### config.mk
export PLATFORM = sky130hd
export DESIGN_NAME = phase_lock_detector
export DESIGN_NICKNAME = d
export VERILOG_FILES = /design/src/rtl/pld_pkg.sv /design/src/rtl/pld_ref_div.sv /design/src/rtl/pld_pfd_core.sv /design/src/rtl/phase_lock_detector.sv
export SDC_FILE = /design/constraint.sdc
export NUM_CORES = 1
export LEC_CHECK = 0
export ABC_CLOCK_PERIOD_IN_PS = 4390
export BUFFER_PORTS_ARGS = -buffer_cell sky130_fd_sc_hd__buf_4
export CAP_MARGIN = 20
export CORE_MARGIN = 2
export CORE_UTILIZATION = 39
export CTS_CLUSTER_DIAMETER = 100
export DETAILED_ROUTE_END_ITERATION = 10
export SLEW_MARGIN = 20
export SYNTH_ARGS = -nofsm -noshare
export SYNTH_HDL_FRONTEND = slang
export SYNTH_SLANG_ARGS = --single-unit
### constraint.sdc
create_clock -name clk_i -period 4.39 [get_ports clk_i]
set_input_delay 0.878 -clock clk_i [delete_from_list [all_inputs] [get_ports clk_i]]
set_output_delay 0.878 -clock clk_i [all_outputs]
set_load 0.02 [all_outputs]
### src/rtl/pld_pkg.sv
package pld_pkg;
  localparam int unsigned RATIO_W   = 14;
  localparam int unsigned RATIO_MIN = 8;

  typedef struct packed {
    logic up;
    logic dn;
  } pump_t;
endpackage

### src/rtl/pld_ref_div.sv
module pld_ref_div #(
  parameter int unsigned W   = pld_pkg::RATIO_W,
  parameter int unsigned MIN = pld_pkg::RATIO_MIN
) (
  input  logic         clk_i,
  input  logic         rst_ni,
  input  logic [W-1:0] ratio_i,
  output logic         fr_o
);
  logic [W-1:0] eff_ratio;
  logic [W-1:0] cnt_q;
  logic         fr_q;

  // ratios below the minimum are clamped
  assign eff_ratio = (ratio_i < W'(MIN)) ? W'(MIN) : ratio_i;

  always_ff @(posedge clk_i or negedge rst_ni) begin
    if (!rst_ni) begin
      cnt_q <= '0;
      fr_q  <= 1'b0;
    end else begin
      fr_q  <= (cnt_q == '0);
      cnt_q <= (cnt_q == '0) ? eff_ratio - W'(1) : cnt_q - W'(1);
    end
  end

  assign fr_o = fr_q;


  fr_one_cycle_chk: assert property (@(posedge clk_i) disable iff (!rst_ni)
    fr_q |=> !fr_q);
endmodule

### src/rtl/pld_pfd_core.sv
module pld_pfd_core
  import pld_pkg::*;
(
  input  logic  clk_i,
  input  logic  rst_ni,
  input  logic  fr_i,
  input  logic  fp_i,
  output pump_t pump_o,
  output logic  lock_o
);
  logic  fp_d_q;
  logic  fp_ev;
  pump_t pump_q;
  logic  err;
  logic  err_d_q;
  logic  lock_q;

  assign fp_ev = fp_i & ~fp_d_q;
  assign err   = pump_q.up | pump_q.dn;

  always_ff @(posedge clk_i or negedge rst_ni) begin
    if (!rst_ni) begin
      fp_d_q  <= 1'b0;
      pump_q  <= '0;
      err_d_q <= 1'b0;
      lock_q  <= 1'b1;
    end else begin
      fp_d_q  <= fp_i;
      err_d_q <= err;
      // single-cycle activity (aligned edges) does not drop lock
      lock_q  <= ~(err & err_d_q);
      if (pump_q.up && pump_q.dn) begin
        pump_q <= '0;
      end else begin
        pump_q.up <= pump_q.up | fr_i;
        pump_q.dn <= pump_q.dn | fp_ev;
      end
    end
  end

  assign pump_o = pump_q;
  assign lock_o = lock_q;


  both_clear_chk: assert property (@(posedge clk_i) disable iff (!rst_ni)
    (pump_q.up && pump_q.dn) |=> (!pump_q.up && !pump_q.dn));

  up_set_chk: assert property (@(posedge clk_i) disable iff (!rst_ni)
    (fr_i && !(pump_q.up && pump_q.dn)) |=> pump_q.up);

  dn_set_chk: assert property (@(posedge clk_i) disable iff (!rst_ni)
    (fp_i && !fp_d_q && !(pump_q.up && pump_q.dn)) |=> pump_q.dn);
endmodule

### src/rtl/phase_lock_detector.sv
module phase_lock_detector
  import pld_pkg::*;
(
  input  logic               clk_i,
  input  logic               rst_ni,
  input  logic [RATIO_W-1:0] ratio_i,
  input  logic               fp_i,
  input  logic               pol_i,
  output logic               up_o,
  output logic               dn_o,
  output logic               up_no,
  output logic               dn_no,
  output logic               lock_o,
  output logic               mon_o
);
  logic  fr;
  pump_t pump;

  pld_ref_div #(
    .W   (RATIO_W),
    .MIN (RATIO_MIN)
  ) u_ref_div (
    .clk_i   (clk_i),
    .rst_ni  (rst_ni),
    .ratio_i (ratio_i),
    .fr_o    (fr)
  );

  pld_pfd_core u_core (
    .clk_i  (clk_i),
    .rst_ni (rst_ni),
    .fr_i   (fr),
    .fp_i   (fp_i),
    .pump_o (pump),
    .lock_o (lock_o)
  );

  // polarity low reverses pump sense
  assign up_o  = pol_i ? pump.up : pump.dn;
  assign dn_o  = pol_i ? pump.dn : pump.up;
  assign up_no = ~up_o;
  assign dn_no = ~dn_o;
  assign mon_o = pol_i ? fr : fp_i;


  lock_drop_chk: assert property (@(posedge clk_i) disable iff (!rst_ni)
    ((up_o || dn_o) && $past(up_o || dn_o)) |=> !lock_o);

  lock_idle_chk: assert property (@(posedge clk_i) disable iff (!rst_ni)
    (!up_o && !dn_o) |=> lock_o);
endmodule

==> results of run 1 <==
area by class of cell:
cell class              count  share of cell area (%)
flip-flops and latches     20                    32.7
repair buffers             23                    11.2
clock buffers               4                    2.36
well taps                  44                    3.58
multi-input cells         108                    48.2
inverters                   8                    1.95
placed cells by master (no fill, tap or decap), types with 2 or more instances in the layout:
cell / count
nor3_1: 18
nor4b_1: 2
or4_1: 2
and3_1: 2
nor2_1: 11
o21ai_0: 4
or2_2: 4
xnor2_1: 5
mux2_2: 4
mux2i_1: 3
nand2_1: 8
clkbuf_4: 3
a21oi_1: 11
dfrtp_1: 19
o211ai_1: 2
inv_1: 8
xor2_1: 2
or3_1: 2
buf_4: 23
nand3_1: 2
nor4_1: 5
nand2b_1: 2
state kept, by name, indices dropped and copies added, names as in the netlist:
| signal | count |
|---|---|
| u_ref_div.fr_o | 1 |
| u_ref_div.cnt_q | 14 |
| u_core.lock_o | 1 |
| u_core.err_d_q | 1 |
| u_core.fp_d_q | 1 |
| u_core.pump_o | 2 |
critical path: cells and delay by family, from the launching register on:
kind,cells,cell delay [ps]
simple gates,5,1640
fa+ha+maj,1,260
flops,1,430
mux,1,260
compound gates,4,630
cells by family (layout without fill, tap and decap cells):
group / count (synthesis) / in the layout / share of synthesized area (%)
buf+inv: 12 / 35 / 4.06
xor+xnor: 7 / 7 / 4.73
mux: 7 / 7 / 5.80
fa+ha+maj: 1 / 1 / 0.966
compound gates: 31 / 31 / 18.8
simple gates: 62 / 62 / 26.9
flops: 20 / 20 / 38.7
per-stage QoR:
stage | hold slack (ps) | power, uW | area, um^2 | utilization [%] | instances
floorplan | 347 | 537 | 1290 | - | 140
global placement | 359 | 616 | 1500 | 48.3 | 203
detailed placement | 366 | 620 | 1500 | 48.3 | 203
CTS | 384 | 731 | 1540 | 49.5 | 207
global route | 396 | 793 | 1540 | 49.5 | 207
finish | 379 | 731 | 1540 | 49.5 | 207
per-layer routing:
metal | GRT usage (%) | part of all wire, %
met3 | 2.94 | 6.6
met4 | 6.38 | 2.0
met1 | 23.2 | 44
met2 | 30.5 | 47
met5 | 0 | 0
power breakdown:
part / switching, uW / internal (uW) / leakage (uW)
logic: 159 / 140 / 0.000361
registers: 75.5 / 246 / 0.000240
clock network: 60.6 / 50.7 / 0.0000210
total: 295 / 436 / 0.000622
final timing paths:
check / from / end / slack (ps)
max in group asynchronous: rst_ni / u_core.lock_o$_DFF_PN1_ / 3690
max: u_ref_div.cnt_q[7]$_DFF_PN0_ / u_ref_div.cnt_q[6]$_DFF_PN0_ / 1040
min in group asynchronous: rst_ni / u_ref_div.cnt_q[7]$_DFF_PN0_ / 420
min: u_core.err_d_q$_DFF_PN0_ / u_core.lock_o$_DFF_PN1_ / 380
max reg2reg: u_ref_div.cnt_q[7]$_DFF_PN0_ / u_ref_div.cnt_q[6]$_DFF_PN0_ / 1040
min reg2reg: u_core.err_d_q$_DFF_PN0_ / u_core.lock_o$_DFF_PN1_ / 380
==> results.sh, run 1 <==
export IMPL_outcome="complete, no violations"
export IMPL_die_x_um=61.6
export IMPL_end_kind="flop"
export IMPL_cts_hold_buf=0
export IMPL_multi_input_area_um2=741
export IMPL_rsz0062_at_grt="false"
export IMPL_arrival_ps=3550
export IMPL_maxSlewViolCount=0
export IMPL_grt_pass1_vias=1120
export IMPL_crit_fanout=6
export IMPL_seq_area_um2=502
export IMPL_clk_pin_slew_worst_paths_ps=120
export IMPL_p_leak_uw=0.000622
export IMPL_max_slew_margin_pct=60.3
export IMPL_ys_warnings_count=0
export IMPL_dp_worst_setup_slack_ps=794
export IMPL_core_region_area_um2=3100
export IMPL_drt_pass1_iterations=4
export IMPL_viasPerCell=5.68
export IMPL_critPathKind="reg -> reg"
export IMPL_clockBufferDepth=2
export IMPL_slowest_stage="nor3_1"
export IMPL_grt_overflow_total=0
export IMPL_cellPowerDensity_nw_per_um2=476
export IMPL_syn_cell_area_um2=1290
export IMPL_setup_tns_ps=0
export IMPL_track_usage_pct=18.0
export IMPL_io_buffers=23
export IMPL_hp_class="reg -> reg"
export IMPL_syn2layout_area_growth_pct=18.6
export IMPL_fin_nets=183
export IMPL_worst_slew_pin_transition_ps=591
export IMPL_numCtsBuffers=3
export IMPL_ys_types=42
export IMPL_peakVddDrop_uv=199
export IMPL_hold_violations=0
export IMPL_finalCritPeriodShare_pct=76.2
export IMPL_crit_chain="nor4_1, nand3_1, nor3_1, a21oi_1, ha_1, nand2b_1, nor2_1, o41a_2, o21a_1, mux2_2, a31o_2"
export IMPL_synth_common_cells="dfrtp_1 (19), nor3_1 (18), a21oi_1 (11), nor2_1 (11)"
export IMPL_critPathMaxStageDelay_ps=600
export IMPL_synth_seq_cells=20
export IMPL_postCtsSetupBuffers=0
export IMPL_vias=1176
export IMPL_hold_path_depth=1
export IMPL_wl_um=3020
export IMPL_fillers=319
export IMPL_synthFlopType="dfrtp_1"
export IMPL_syn_nets=159
export IMPL_worstRegToRegCells=11
export IMPL_synthCells=140
export IMPL_cts_sinks=20
export IMPL_synth_area_top_cells="dfrtp_1 (37%), nor3_1 (7.0%), a21oi_1 (4.3%), mux2_2 (3.5%), xnor2_1 (3.4%)"
export IMPL_fin_crit_ps=3350
export IMPL_dp_hpwl_um=2340
export IMPL_yosysTopAreaCellShare_pct=36.7
export IMPL_rows=20
export IMPL_ant_nets=0
export IMPL_first_iter_violations=33
export IMPL_drc=0
export IMPL_dieArea_um2=3800
export IMPL_synth_edf_count=0
export IMPL_die_height_um=61.6
export IMPL_yosysMostFrequentCell="dfrtp_1"
export IMPL_start_util_pct=41.7
export IMPL_antenna_found_initial=0
export IMPL_grt_pass1_wl_um=5010
export IMPL_grt_max_degree=21
export IMPL_yosysSeqAreaShare_pct=38.7
export IMPL_cap_violations=0
export IMPL_layout_drive_gt1_share_pct=26.4
export IMPL_syn_avg_cell_area_um2=9.25
export IMPL_finClkSkew_ps=7.37
export IMPL_io_pin_count=24
export IMPL_ctsRootBufferMaster="clkbuf_4"
export IMPL_cts_tree="built"
export IMPL_async_reset_ff_share_pct=100
export IMPL_yosysTopAreaCell="dfrtp_1"
export IMPL_critPathRequiredTime_ps=4600
export IMPL_max_freq_mhz=299
export IMPL_setup_viol=0
export IMPL_fin_ws_ps=1040
export IMPL_wl_per_cell_um=14.6
export IMPL_clk_latency_ps=310
export IMPL_cp_start_kind="flop"
export IMPL_ctsHtreeMaxLevel=1
export IMPL_post_cts_resized=0
export IMPL_gp_congestion=0.885
export IMPL_insertedDiodeCount=0
No activity file was read; power rests on OpenSTA's default activity.
==> run 2, diff against run 1 <==
Settings changed: ABC_CLOCK_PERIOD_IN_PS 4390 to 2900.
Clock period 4.39 ns to 2.9 ns, I/O delays scaled along.
==> run 2 against run 1 <==
Clock skew shrank 2.5 ps. Non-clock buffer count grew 9. Combinational power rose by 75%. Sequential share of layout area fell by 2.2 points. Clock power increased by 120%. Via count is 1.9% higher. Cell area rose by 7.1%. Cell count grew 4.3%. Clock-buffer cell count down 1. Highest routed layer unchanged.
==> results.sh, run 2 (synthesis gave the netlist of run 1 again) <==
export IMPL_maxSlewViolCount=0
export IMPL_largest_reg_flops=14
export IMPL_die_height_um=61.6
export IMPL_fin_crit_ps=2740
export IMPL_grt_overflow_total=0
export IMPL_io_pin_count=24
export IMPL_core_region_area_um2=3100
export IMPL_die_x_um=61.6
export IMPL_slowest_stage="dfrtp_1"
export IMPL_place_area_um2=1570
export IMPL_wl_um=3290
export IMPL_setup_tns_ps=0
export IMPL_critPathRequiredTime_ps=3110
export IMPL_cap_violations=0
export IMPL_cellPowerDensity_nw_per_um2=755
export IMPL_clockBufferDepth=2
export IMPL_dp_hpwl_um=2610
export IMPL_start_util_pct=41.7
export IMPL_mostFrequentLayoutCells="buf_4 (32), dfrtp_1 (19), nor3_1 (17)"
export IMPL_critPathKind="reg -> reg"
export IMPL_timing_rr_end="u_ref_div.cnt_q[12]$_DFF_PN0_"
export IMPL_viasPerCell=5.55
export IMPL_p_leak_uw=0.000679
export IMPL_crit_fanout=6
export IMPL_cts_tree="built"
export IMPL_finalCritPeriodShare_pct=94.4
export IMPL_end_kind="flop"
export IMPL_hold_violations=0
export IMPL_fillers=310
export IMPL_drc=0
export IMPL_cp_top_family="simple AND/OR/NAND/NOR gates"
export IMPL_syn2layout_area_growth_pct=27.1
export IMPL_worstRegToRegCells=7
export IMPL_first_iter_violations=46
export IMPL_ant_nets=0
export IMPL_crit_chain="or3_4, or3_1, buf_4, nor4_4, o221ai_2, o41ai_2, or3b_1"
export IMPL_setup_viol=0
export IMPL_io_buffers=23
export IMPL_r2r_slack_ps=160
export IMPL_grt_max_degree=21
export IMPL_antenna_found_initial=0
export IMPL_largest_register="u_ref_div.cnt_q"
export IMPL_max_freq_mhz=365
export IMPL_peakVddDrop_uv=286
export IMPL_design_area_um2=1650
export IMPL_wl_per_cell_um=15.3
export IMPL_postCtsSetupBuffers=0
export IMPL_track_usage_pct=19.5
export IMPL_arrival_ps=2950
export IMPL_critPathMaxStageDelay_ps=420
export IMPL_mostFrequentLayoutCell="buf_4"
export IMPL_hp_class="in -> async"
export IMPL_dieArea_um2=3800
export IMPL_grt_pass1_wl_um=5440
export IMPL_cp_depth=7
export IMPL_fin_nets=192
export IMPL_drt_pass1_iterations=4
export IMPL_rsz0062_at_grt="false"
export IMPL_ctsHtreeMaxLevel=1
export IMPL_layout_drive_gt1_share_pct=32.0
export IMPL_grt_pass1_vias=1162
export IMPL_cp_start_kind="flop"
export IMPL_dp_cells=212
export IMPL_vias=1198
export IMPL_rows=20
export IMPL_cts_sinks=20
export IMPL_worst_path_buf_inv=1
export IMPL_max_slew_margin_pct=60.3
export IMPL_insertedDiodeCount=0
export IMPL_clk_latency_ps=320
export IMPL_clk_pin_slew_worst_paths_ps=140
export IMPL_finClkSkew_ps=4.92
export IMPL_ctsRootBufferMaster="clkbuf_4"
export IMPL_rr_startpoint="u_ref_div.cnt_q[1]$_DFF_PN0_"
export IMPL_stdcell_count=216
export IMPL_numCtsBuffers=3
export IMPL_gp_congestion=0.846
export IMPL_worst_slew_pin_transition_ps=591
export IMPL_outcome="complete, no violations"
==> run 2: cell count changes in the layout (fill, tap and decap cells not counted) <==
| cell | before | now |
|---|---|---|
| nor3_1 | 18 | 17 |
| buf_4 | 23 | 32 |
| nand2b_1 | 2 | 1 |
| nor4_2 | 0 | 1 |
| nor4_1 | 5 | 4 |
| clkbuf_8 | 1 | 0 |
| nor3_4 | 0 | 1 |
| nand2b_4 | 0 | 1 |
| bufinv_16 | 0 | 1 |
==> run 2: layout make-up <==
class	instances	area (um^2)	area share (%)
Sequential cell	20	502	30.5
Clock buffer	3	22.5	1.37
Inverter	8	30.0	1.83
Clock inverter	1	30.0	1.83
Tap cell	44	55.1	3.35
Multi-Input combinational cell	108	766	46.5
Timing Repair Buffer	32	240	14.6
==> run 2: stage by stage <==
step | setup slack [ps] | power [uW] | utilization, % | hold WS (ps)
3_5_place_dp | -67.6 | 981 | 50.7 | 373
2_1_floorplan | 47.0 | 814 | - | 284
5_1_grt | 42.7 | 1330 | 53.0 | 115
6_report | 161 | 1240 | 53.0 | 110
3_3_place_gp | 25.5 | 966 | 50.7 | 361
4_1_cts | 4.59 | 1220 | 52.4 | 122
==> run 2: worst max-delay path by stage <==
stage	slack, ps	endpoint	start
finish	160	u_ref_div.cnt_q[12]$_DFF_PN0_	u_ref_div.cnt_q[1]$_DFF_PN0_
global route	40	u_ref_div.cnt_q[6]$_DFF_PN0_	u_ref_div.cnt_q[1]$_DFF_PN0_
detailed placement	-70	u_ref_div.cnt_q[12]$_DFF_PN0_	ratio_i[9]
CTS	5	u_ref_div.cnt_q[6]$_DFF_PN0_	u_ref_div.cnt_q[1]$_DFF_PN0_
global placement	30	u_ref_div.cnt_q[12]$_DFF_PN0_	ratio_i[9]
floorplan	50	u_ref_div.cnt_q[6]$_DFF_PN0_	u_ref_div.cnt_q[1]$_DFF_PN0_
==> run 2: where the power goes <==
group	switching, uW	internal, uW	total, uW
combinational	272	251	523
sequential	104	372	476
clock	103	140	243
total	480	762	1240
==> run 2: layer usage <==
layer / vias to the layer above / track usage (%) / share of wire [%]
li1: 588 / - / -
met1: 580 / 26.0 / 46
met2: 26 / 33.1 / 49
met3: 4 / 2.52 / 4.0
met4: 0 / 5.47 / 0.94
met5: - / 0 / 0
==> run 2: timing repair <==
item / CTS / global route
resized for setup: 0 / 3
setup endpoints to repair: 0 / 2
hold buffers: 0 / 0
endpoints found under the hold margin: 0 / 0
